[src/rtl/dbl_pkg.sv]
package dbl_pkg;
  typedef enum logic [1:0] {
    ST_OPC,
    ST_ADDR,
    ST_DATA,
    ST_SKIP
  } cmd_st_e;

  localparam int unsigned BYTE_W = 8;
endpackage

[src/rtl/dbl_sync.sv]
module dbl_sync #(
  parameter int unsigned STAGES  = 2,
  parameter logic        RST_VAL = 1'b0
) (
  input  logic clk_i,
  input  logic rst_ni,
  input  logic d_i,
  output logic q_o
);
  logic [STAGES-1:0] st_q;

  for (genvar g = 0; g < STAGES; g++) begin : g_stage
    always_ff @(posedge clk_i or negedge rst_ni) begin
      if (!rst_ni) st_q[g] <= RST_VAL;
      else if (g == 0) st_q[g] <= d_i;
      else st_q[g] <= st_q[(g == 0) ? 0 : g-1];
    end
  end

  assign q_o = st_q[STAGES-1];
endmodule

[src/rtl/dbl_shift.sv]
module dbl_shift import dbl_pkg::*; (
  input  logic              clk_i,
  input  logic              rst_ni,
  input  logic              cs_n_i,
  input  logic              sck_i,
  input  logic              si_i,
  output logic [BYTE_W-1:0] byte_o,
  output logic              byte_vld_o,
  output logic              idle_o,
  output logic              mode3_o
);
  logic              cs_q, sck_q, armed_q;
  logic [2:0]        bit_q;
  logic [BYTE_W-1:0] sh_q;
  logic              cs_fall, sck_rise;

  assign cs_fall  = cs_q & ~cs_n_i;
  assign sck_rise = sck_i & ~sck_q;
  assign idle_o   = cs_n_i;

  always_ff @(posedge clk_i or negedge rst_ni) begin
    if (!rst_ni) begin
      // cs_q resets low: a select already low at release is not a fall
      cs_q       <= 1'b0;
      sck_q      <= 1'b0;
      armed_q    <= 1'b0;
      bit_q      <= '0;
      sh_q       <= '0;
      byte_o     <= '0;
      byte_vld_o <= 1'b0;
      mode3_o    <= 1'b1;
    end else begin
      cs_q       <= cs_n_i;
      sck_q      <= sck_i;
      byte_vld_o <= 1'b0;
      if (cs_n_i) begin
        armed_q <= 1'b0;
        bit_q   <= '0;
      end else if (cs_fall) begin
        armed_q <= 1'b1;
        bit_q   <= '0;
        mode3_o <= sck_i;
      end else if (armed_q && sck_rise) begin
        sh_q  <= {sh_q[BYTE_W-2:0], si_i};
        bit_q <= bit_q + 3'd1;
        if (bit_q == 3'd7) begin
          byte_o     <= {sh_q[BYTE_W-2:0], si_i};
          byte_vld_o <= 1'b1;
        end
      end
    end
  end
endmodule

[src/rtl/dbl_cmd.sv]
module dbl_cmd import dbl_pkg::*; #(
  parameter int unsigned BUF_BYTES  = 1056,
  parameter int unsigned ADDR_W     = 11,
  parameter int unsigned ADDR_BYTES = 4,
  parameter logic [7:0]  OP_A       = 8'h84,
  parameter logic [7:0]  OP_B       = 8'h87
) (
  input  logic              clk_i,
  input  logic              rst_ni,
  input  logic [BYTE_W-1:0] byte_i,
  input  logic              byte_vld_i,
  input  logic              idle_i,
  output logic [ADDR_W-1:0] addr_o,
  output logic [BYTE_W-1:0] data_o,
  output logic              we_a_o,
  output logic              we_b_o,
  output logic              sel_o
);
  localparam int unsigned CNT_W = (ADDR_BYTES > 1) ? $clog2(ADDR_BYTES) : 1;
  localparam logic [CNT_W-1:0]  CNT_LAST = CNT_W'(ADDR_BYTES - 1);
  localparam logic [ADDR_W:0]   LEN_X    = (ADDR_W+1)'(BUF_BYTES);
  localparam logic [ADDR_W-1:0] POS_LAST = ADDR_W'(BUF_BYTES - 1);

  cmd_st_e            st_q;
  logic               sel_q;
  logic [CNT_W-1:0]   cnt_q;
  logic [ADDR_W-1:0]  ptr_q;
  logic [ADDR_W+BYTE_W-1:0] cat;
  logic [ADDR_W-1:0]  start_nx, start_red;

  // ptr_q doubles as the start-field accumulator in ST_ADDR
  always_comb begin
    cat       = {ptr_q, byte_i};
    start_nx  = cat[ADDR_W-1:0];
    start_red = ({1'b0, start_nx} >= LEN_X) ? (start_nx - LEN_X[ADDR_W-1:0]) : start_nx;
  end

  always_ff @(posedge clk_i or negedge rst_ni) begin
    if (!rst_ni) begin
      st_q   <= ST_OPC;
      sel_q  <= 1'b0;
      cnt_q  <= '0;
      ptr_q  <= '0;
      addr_o <= '0;
      data_o <= '0;
      we_a_o <= 1'b0;
      we_b_o <= 1'b0;
    end else begin
      we_a_o <= 1'b0;
      we_b_o <= 1'b0;
      if (byte_vld_i) begin
        unique case (st_q)
          ST_OPC: begin
            cnt_q <= '0;
            ptr_q <= '0;
            if (byte_i == OP_A) begin
              sel_q <= 1'b0;
              st_q  <= ST_ADDR;
            end else if (byte_i == OP_B) begin
              sel_q <= 1'b1;
              st_q  <= ST_ADDR;
            end else begin
              st_q  <= ST_SKIP;
            end
          end
          ST_ADDR: begin
            cnt_q <= cnt_q + 1'b1;
            if (cnt_q == CNT_LAST) begin
              ptr_q <= start_red;
              st_q  <= ST_DATA;
            end else begin
              ptr_q <= start_nx;
            end
          end
          ST_DATA: begin
            addr_o <= ptr_q;
            data_o <= byte_i;
            we_a_o <= ~sel_q;
            we_b_o <= sel_q;
            ptr_q  <= (ptr_q == POS_LAST) ? '0 : ptr_q + 1'b1;
          end
          default: ;
        endcase
      end else if (idle_i) begin
        st_q <= ST_OPC;
      end
    end
  end

  assign sel_o = sel_q;
endmodule

[src/rtl/dualbuf_spi_loader.sv]
module dualbuf_spi_loader import dbl_pkg::*; #(
  parameter int unsigned BUF_BYTES   = 1056,
  parameter int unsigned ADDR_BYTES  = 4,
  parameter int unsigned SYNC_STAGES = 2,
  parameter logic [7:0]  OP_A        = 8'h84,
  parameter logic [7:0]  OP_B        = 8'h87,
  localparam int unsigned ADDR_W     = $clog2(BUF_BYTES)
) (
  input  logic              clk_i,
  input  logic              rst_ni,
  input  logic              cs_ni,
  input  logic              sck_i,
  input  logic              si_i,
  output logic [ADDR_W-1:0] buf_addr_o,
  output logic [7:0]        buf_data_o,
  output logic              buf_a_we_o,
  output logic              buf_b_we_o,
  output logic              buf_sel_o,
  output logic              mode3_o
);
  logic cs_s, sck_s, si_s;
  logic [BYTE_W-1:0] rx_byte;
  logic rx_vld, rx_idle;

  dbl_sync #(.STAGES(SYNC_STAGES), .RST_VAL(1'b0)) u_sync_cs (
    .clk_i(clk_i), .rst_ni(rst_ni), .d_i(cs_ni), .q_o(cs_s));
  dbl_sync #(.STAGES(SYNC_STAGES), .RST_VAL(1'b0)) u_sync_sck (
    .clk_i(clk_i), .rst_ni(rst_ni), .d_i(sck_i), .q_o(sck_s));
  dbl_sync #(.STAGES(SYNC_STAGES), .RST_VAL(1'b0)) u_sync_si (
    .clk_i(clk_i), .rst_ni(rst_ni), .d_i(si_i), .q_o(si_s));

  dbl_shift u_shift (
    .clk_i(clk_i), .rst_ni(rst_ni), .cs_n_i(cs_s), .sck_i(sck_s), .si_i(si_s),
    .byte_o(rx_byte), .byte_vld_o(rx_vld), .idle_o(rx_idle), .mode3_o(mode3_o));

  dbl_cmd #(
    .BUF_BYTES(BUF_BYTES), .ADDR_W(ADDR_W), .ADDR_BYTES(ADDR_BYTES),
    .OP_A(OP_A), .OP_B(OP_B)
  ) u_cmd (
    .clk_i(clk_i), .rst_ni(rst_ni), .byte_i(rx_byte), .byte_vld_i(rx_vld),
    .idle_i(rx_idle), .addr_o(buf_addr_o), .data_o(buf_data_o),
    .we_a_o(buf_a_we_o), .we_b_o(buf_b_we_o), .sel_o(buf_sel_o));
endmodule

[config.mk]
export PLATFORM = sky130hd
export DESIGN_NAME = dualbuf_spi_loader
export DESIGN_NICKNAME = d
export VERILOG_FILES = /design/src/rtl/dbl_pkg.sv /design/src/rtl/dbl_sync.sv /design/src/rtl/dbl_shift.sv /design/src/rtl/dbl_cmd.sv /design/src/rtl/dualbuf_spi_loader.sv
export SDC_FILE = /design/constraint.sdc
export NUM_CORES = 1
export LEC_CHECK = 0
export ABC_CLOCK_PERIOD_IN_PS = 1800
export CORE_UTILIZATION = 40
export CTS_CLUSTER_SIZE = 8
export DETAILED_ROUTE_END_ITERATION = 6
export DONT_BUFFER_PORTS = 1
export SYNTH_ARGS = -nofsm -noshare
export SYNTH_HDL_FRONTEND = slang
export SYNTH_SLANG_ARGS = --single-unit
[constraint.sdc]
create_clock -name clk_i -period 1.8 [get_ports clk_i]
set_clock_uncertainty 0.15 [all_clocks]
set_input_delay 0 -clock clk_i [delete_from_list [all_inputs] [get_ports clk_i]]
set_output_delay 0 -clock clk_i [all_outputs]
set_load 0.05 [all_outputs]
==> flow_metrics.env <==
export IMPL_fin_util_pct=55.1
export IMPL_min_period_over_period_pct=104
export IMPL_ys_seq_area_share_pct=52.9
export IMPL_worstMarginPinSlew_ps=576
export IMPL_first_global_vias=2316
export IMPL_timing_critical_path_from_type="register"
export IMPL_grt_setup_unrepaired="true"
export IMPL_num_nets_final=357
export IMPL_clock_sinks=66
export IMPL_synthToLayoutAreaGrowth_pct=30.7
export IMPL_insertion_delay_to_the_later_sink_of_the_worst_skew_pair_ps=350
export IMPL_fill_cells=648
export IMPL_syn_area_per_cell_sq_um=11.6
export IMPL_place_gp_congestion=0.831
export IMPL_initialDrtViolationCount=115
export IMPL_grt_first_pass_wirelength_mm=11.6
export IMPL_synth_seq_cells=66
export IMPL_synth_lib_cells_used_distinct=56
export IMPL_post_syn_area_sq_um=3120
export IMPL_synth_edff_count=0
export IMPL_hold_path_class="input pin to asynchronous set/reset pin"
export IMPL_status="finished with violations"
export IMPL_dp_slack_ps=-192
export IMPL_cts_inserted_buffers=9
export IMPL_async_reset_ff_share_pct=100
export IMPL_wl_mm=7.17
export IMPL_core_sq_um=7410
export IMPL_row_count=31
export IMPL_regArea_sq_um=1650
export IMPL_failed_checks="setup timing"
export IMPL_drt_antenna_violating_nets=0
export IMPL_timing_slew_headroom_pct=61.6
export IMPL_critPathRequiredTime_ps=1870
export IMPL_synthesis_nets=286
export IMPL_worstSetupPathType="register to register"
export IMPL_timing_critical_path_arrival_ps=1940
export IMPL_numPortBuffers=0
export IMPL_power_density_cell_area_nw_per_um2=764
export IMPL_clock_fmax_mhz=533
export IMPL_route_detailed_drc=0
export IMPL_pin_count=28
export IMPL_multi_input_area_sq_um=1410
export IMPL_timing_hold_ws_ps=58.8
export IMPL_ys_warn_count=0
export IMPL_initial_utilization_pct=42.2
export IMPL_wl_per_cell_um=16.1
export IMPL_vias=2323
export IMPL_post_layout_total_power_mw=3.12
export IMPL_route_detailed_vias_per_inst=5.22
export IMPL_half_perimeter_wire_length_after_detailed_placement_mm=4.85
export IMPL_critPathCaptureType="register"
export IMPL_tritoncts="yes"
export IMPL_clk_root_buffer_cell="sky130_fd_sc_hd__clkbuf_8"
export IMPL_grt_antenna_before_repair=0
export IMPL_antenna_cells_inserted=0
export IMPL_drv_cap=0
export IMPL_design_die_area_sq_um=8160
export IMPL_grt_start_max_net_pins=67
export IMPL_fp_dieH_um=90.4
export IMPL_irDropWorstVdd_v=0.000448
export IMPL_final_hold_violation_count=0
export IMPL_drive_above_1_share_pct=39.9
export IMPL_grt_ovfl_total=0
export IMPL_clkTransAtPathRegs_ps=70
export IMPL_max_clock_path_buffers=2
export IMPL_grt_total_usage_pct=18.5
export IMPL_critical_path_peak_fanout=4
export IMPL_synth_ff_type="sky130_fd_sc_hd__dfrtp_1"
export IMPL_finalWorstSetupSlack_ps=-75.2
export IMPL_netlist_instances=270
export IMPL_finalMaxSlewViolations=0
export IMPL_drt_first_pass_iters=4
export IMPL_ctsHtreeMaxLevel=3
export IMPL_p_leak_nw=1.94
export IMPL_timing_final_setup_violations=6
export IMPL_fin_crit_period_ps=1880
export IMPL_die_width_um=90.4
[metrics by stage]
step	setup TNS [ps]	cells	instance area (sq um)
after floorplan	-83.7	270	3160
after global placement	-91.4	413	3610
after detailed placement	-409	413	3610
after CTS	-112	442	3990
after global routing	-866	445	4080
final	-249	445	4080
[registers in the layout, indices dropped and copies added, names as in the netlist, 2 cells and up]
register and cells:
u_cmd.st_q 2, u_cmd.addr_o 11, u_shift.sh_q 7, u_cmd.data_o 8, u_shift.byte_o 8, u_shift.bit_q 3, u_cmd.ptr_q 11, u_cmd.cnt_q 2
[power by group]
part / internal, mW / switching [mW] / leakage, nW
Sequential: 1.51 / 0.0266 / 0.895
Clock: 0.922 / 0.592 / 0.118
Combinational: 0.0300 / 0.0414 / 0.930
Total: 2.46 / 0.660 / 1.94
[final timing paths]
path,from,end,slack (ps),cells after the start
max reg2reg,u_cmd.ptr_q[1],u_cmd.ptr_q[10],-80,7
min in group clk_i,cs_ni,u_sync_cs.st_q[0],60,1
max in group asynchronous,rst_ni,u_shift.mode3_o,1120,2
min,rst_ni,u_cmd.addr_o[8],60,2
max,u_cmd.ptr_q[1],u_cmd.ptr_q[10],-80,7
min reg2reg,u_sync_cs.st_q[0],u_sync_cs.q_o,200,0
[cell usage in the layout (no fill, tap or decap), types with 3 or more instances in the layout]
cell / instances
sky130_fd_sc_hd__dfrtp_1: 64
sky130_fd_sc_hd__buf_4: 61
sky130_fd_sc_hd__mux2_2: 27
sky130_fd_sc_hd__nand2_1: 23
sky130_fd_sc_hd__o21ai_0: 17
sky130_fd_sc_hd__nor2_1: 11
sky130_fd_sc_hd__nand3_1: 10
sky130_fd_sc_hd__clkbuf_8: 9
sky130_fd_sc_hd__inv_1: 7
sky130_fd_sc_hd__nand4_1: 6
sky130_fd_sc_hd__ha_1: 6
sky130_fd_sc_hd__inv_2: 5
sky130_fd_sc_hd__a21oi_1: 5
sky130_fd_sc_hd__nor3_1: 5
sky130_fd_sc_hd__mux2i_1: 5
sky130_fd_sc_hd__dlygate4sd3_1: 4
sky130_fd_sc_hd__and3_1: 3
sky130_fd_sc_hd__nand2b_1: 3
sky130_fd_sc_hd__o21ai_1: 3
sky130_fd_sc_hd__nor4_1: 3
sky130_fd_sc_hd__o2111ai_1: 3
sky130_fd_sc_hd__a22oi_1: 3
sky130_fd_sc_hd__ha_2: 3
sky130_fd_sc_hd__bufinv_16: 3
sky130_fd_sc_hd__buf_6: 3
[final cells by class]
type / instances / area share (%)
multi-input cells: 180 / 34.6
repair buffers: 71 / 14.8
flip-flops and latches: 66 / 40.5
clock buffers: 11 / 3.22
well taps: 99 / 3.03
inverters: 13 / 1.26
clock inverters: 5 / 2.54
[worst max-delay path, cell delays in order, from the launching register on]
cell	delay, ps
sky130_fd_sc_hd__dfrtp_1	420
sky130_fd_sc_hd__inv_2	90
sky130_fd_sc_hd__ha_4	130
sky130_fd_sc_hd__nor4b_4	200
sky130_fd_sc_hd__nand4_2	160
sky130_fd_sc_hd__buf_6	170
sky130_fd_sc_hd__a221oi_4	300
sky130_fd_sc_hd__o311ai_1	120
[cells by family after synthesis]
family / count (synthesis) / share of synthesized area [%]
buffers and inverters: 24 / 4.89
multiplexers: 32 / 11.3
XOR/XNOR: 2 / 0.561
adder cells (fa/ha/maj): 11 / 4.41
AND/OR/NAND/NOR: 88 / 16.0
AO/OA/AOI/OAI: 47 / 9.86
flip-flops: 66 / 52.9
[routing by layer]
layer	part of all wire, %	GRT usage [%]
met1	46	24.8
met2	47	28.6
met3	4.2	5.47
met4	1.9	6.72
met5	0	0
[synth_stat cells (3+ instances only)]
master,instances,area [sq um]
sky130_fd_sc_hd__a21oi_1,5,25.0
sky130_fd_sc_hd__o2111ai_1,3,26.3
sky130_fd_sc_hd__dfrtp_1,65,1630
sky130_fd_sc_hd__inv_1,13,48.8
sky130_fd_sc_hd__nand4_1,6,37.5
sky130_fd_sc_hd__a22oi_1,3,22.5
sky130_fd_sc_hd__clkbuf_1,4,15.0
sky130_fd_sc_hd__and3_1,3,18.8
sky130_fd_sc_hd__nand3_1,10,50.1
sky130_fd_sc_hd__ha_1,11,138
sky130_fd_sc_hd__mux2i_1,5,50.1
sky130_fd_sc_hd__or3_1,3,18.8
sky130_fd_sc_hd__nand2_1,25,93.8
sky130_fd_sc_hd__mux2_2,27,304
sky130_fd_sc_hd__nor2_1,11,41.3
sky130_fd_sc_hd__nor4_1,3,18.8
sky130_fd_sc_hd__o21ai_0,20,100
sky130_fd_sc_hd__nor3_1,5,25.0
sky130_fd_sc_hd__nand2b_1,3,18.8
[timing repair]
| action | 4_1_cts | 5_1_grt |
|---|---|---|
| hold buffers | 5 | 0 |
| pin swaps | 3 | 6 |
| endpoints found under the setup margin | 6 | 22 |
| cloned | 0 | 1 |
| setup buffers | 8 | 2 |
| gates resized for setup | 6 | 16 |
| endpoints found under the hold margin | 69 | 0 |
No activity file was read; power rests on OpenSTA's default activity.
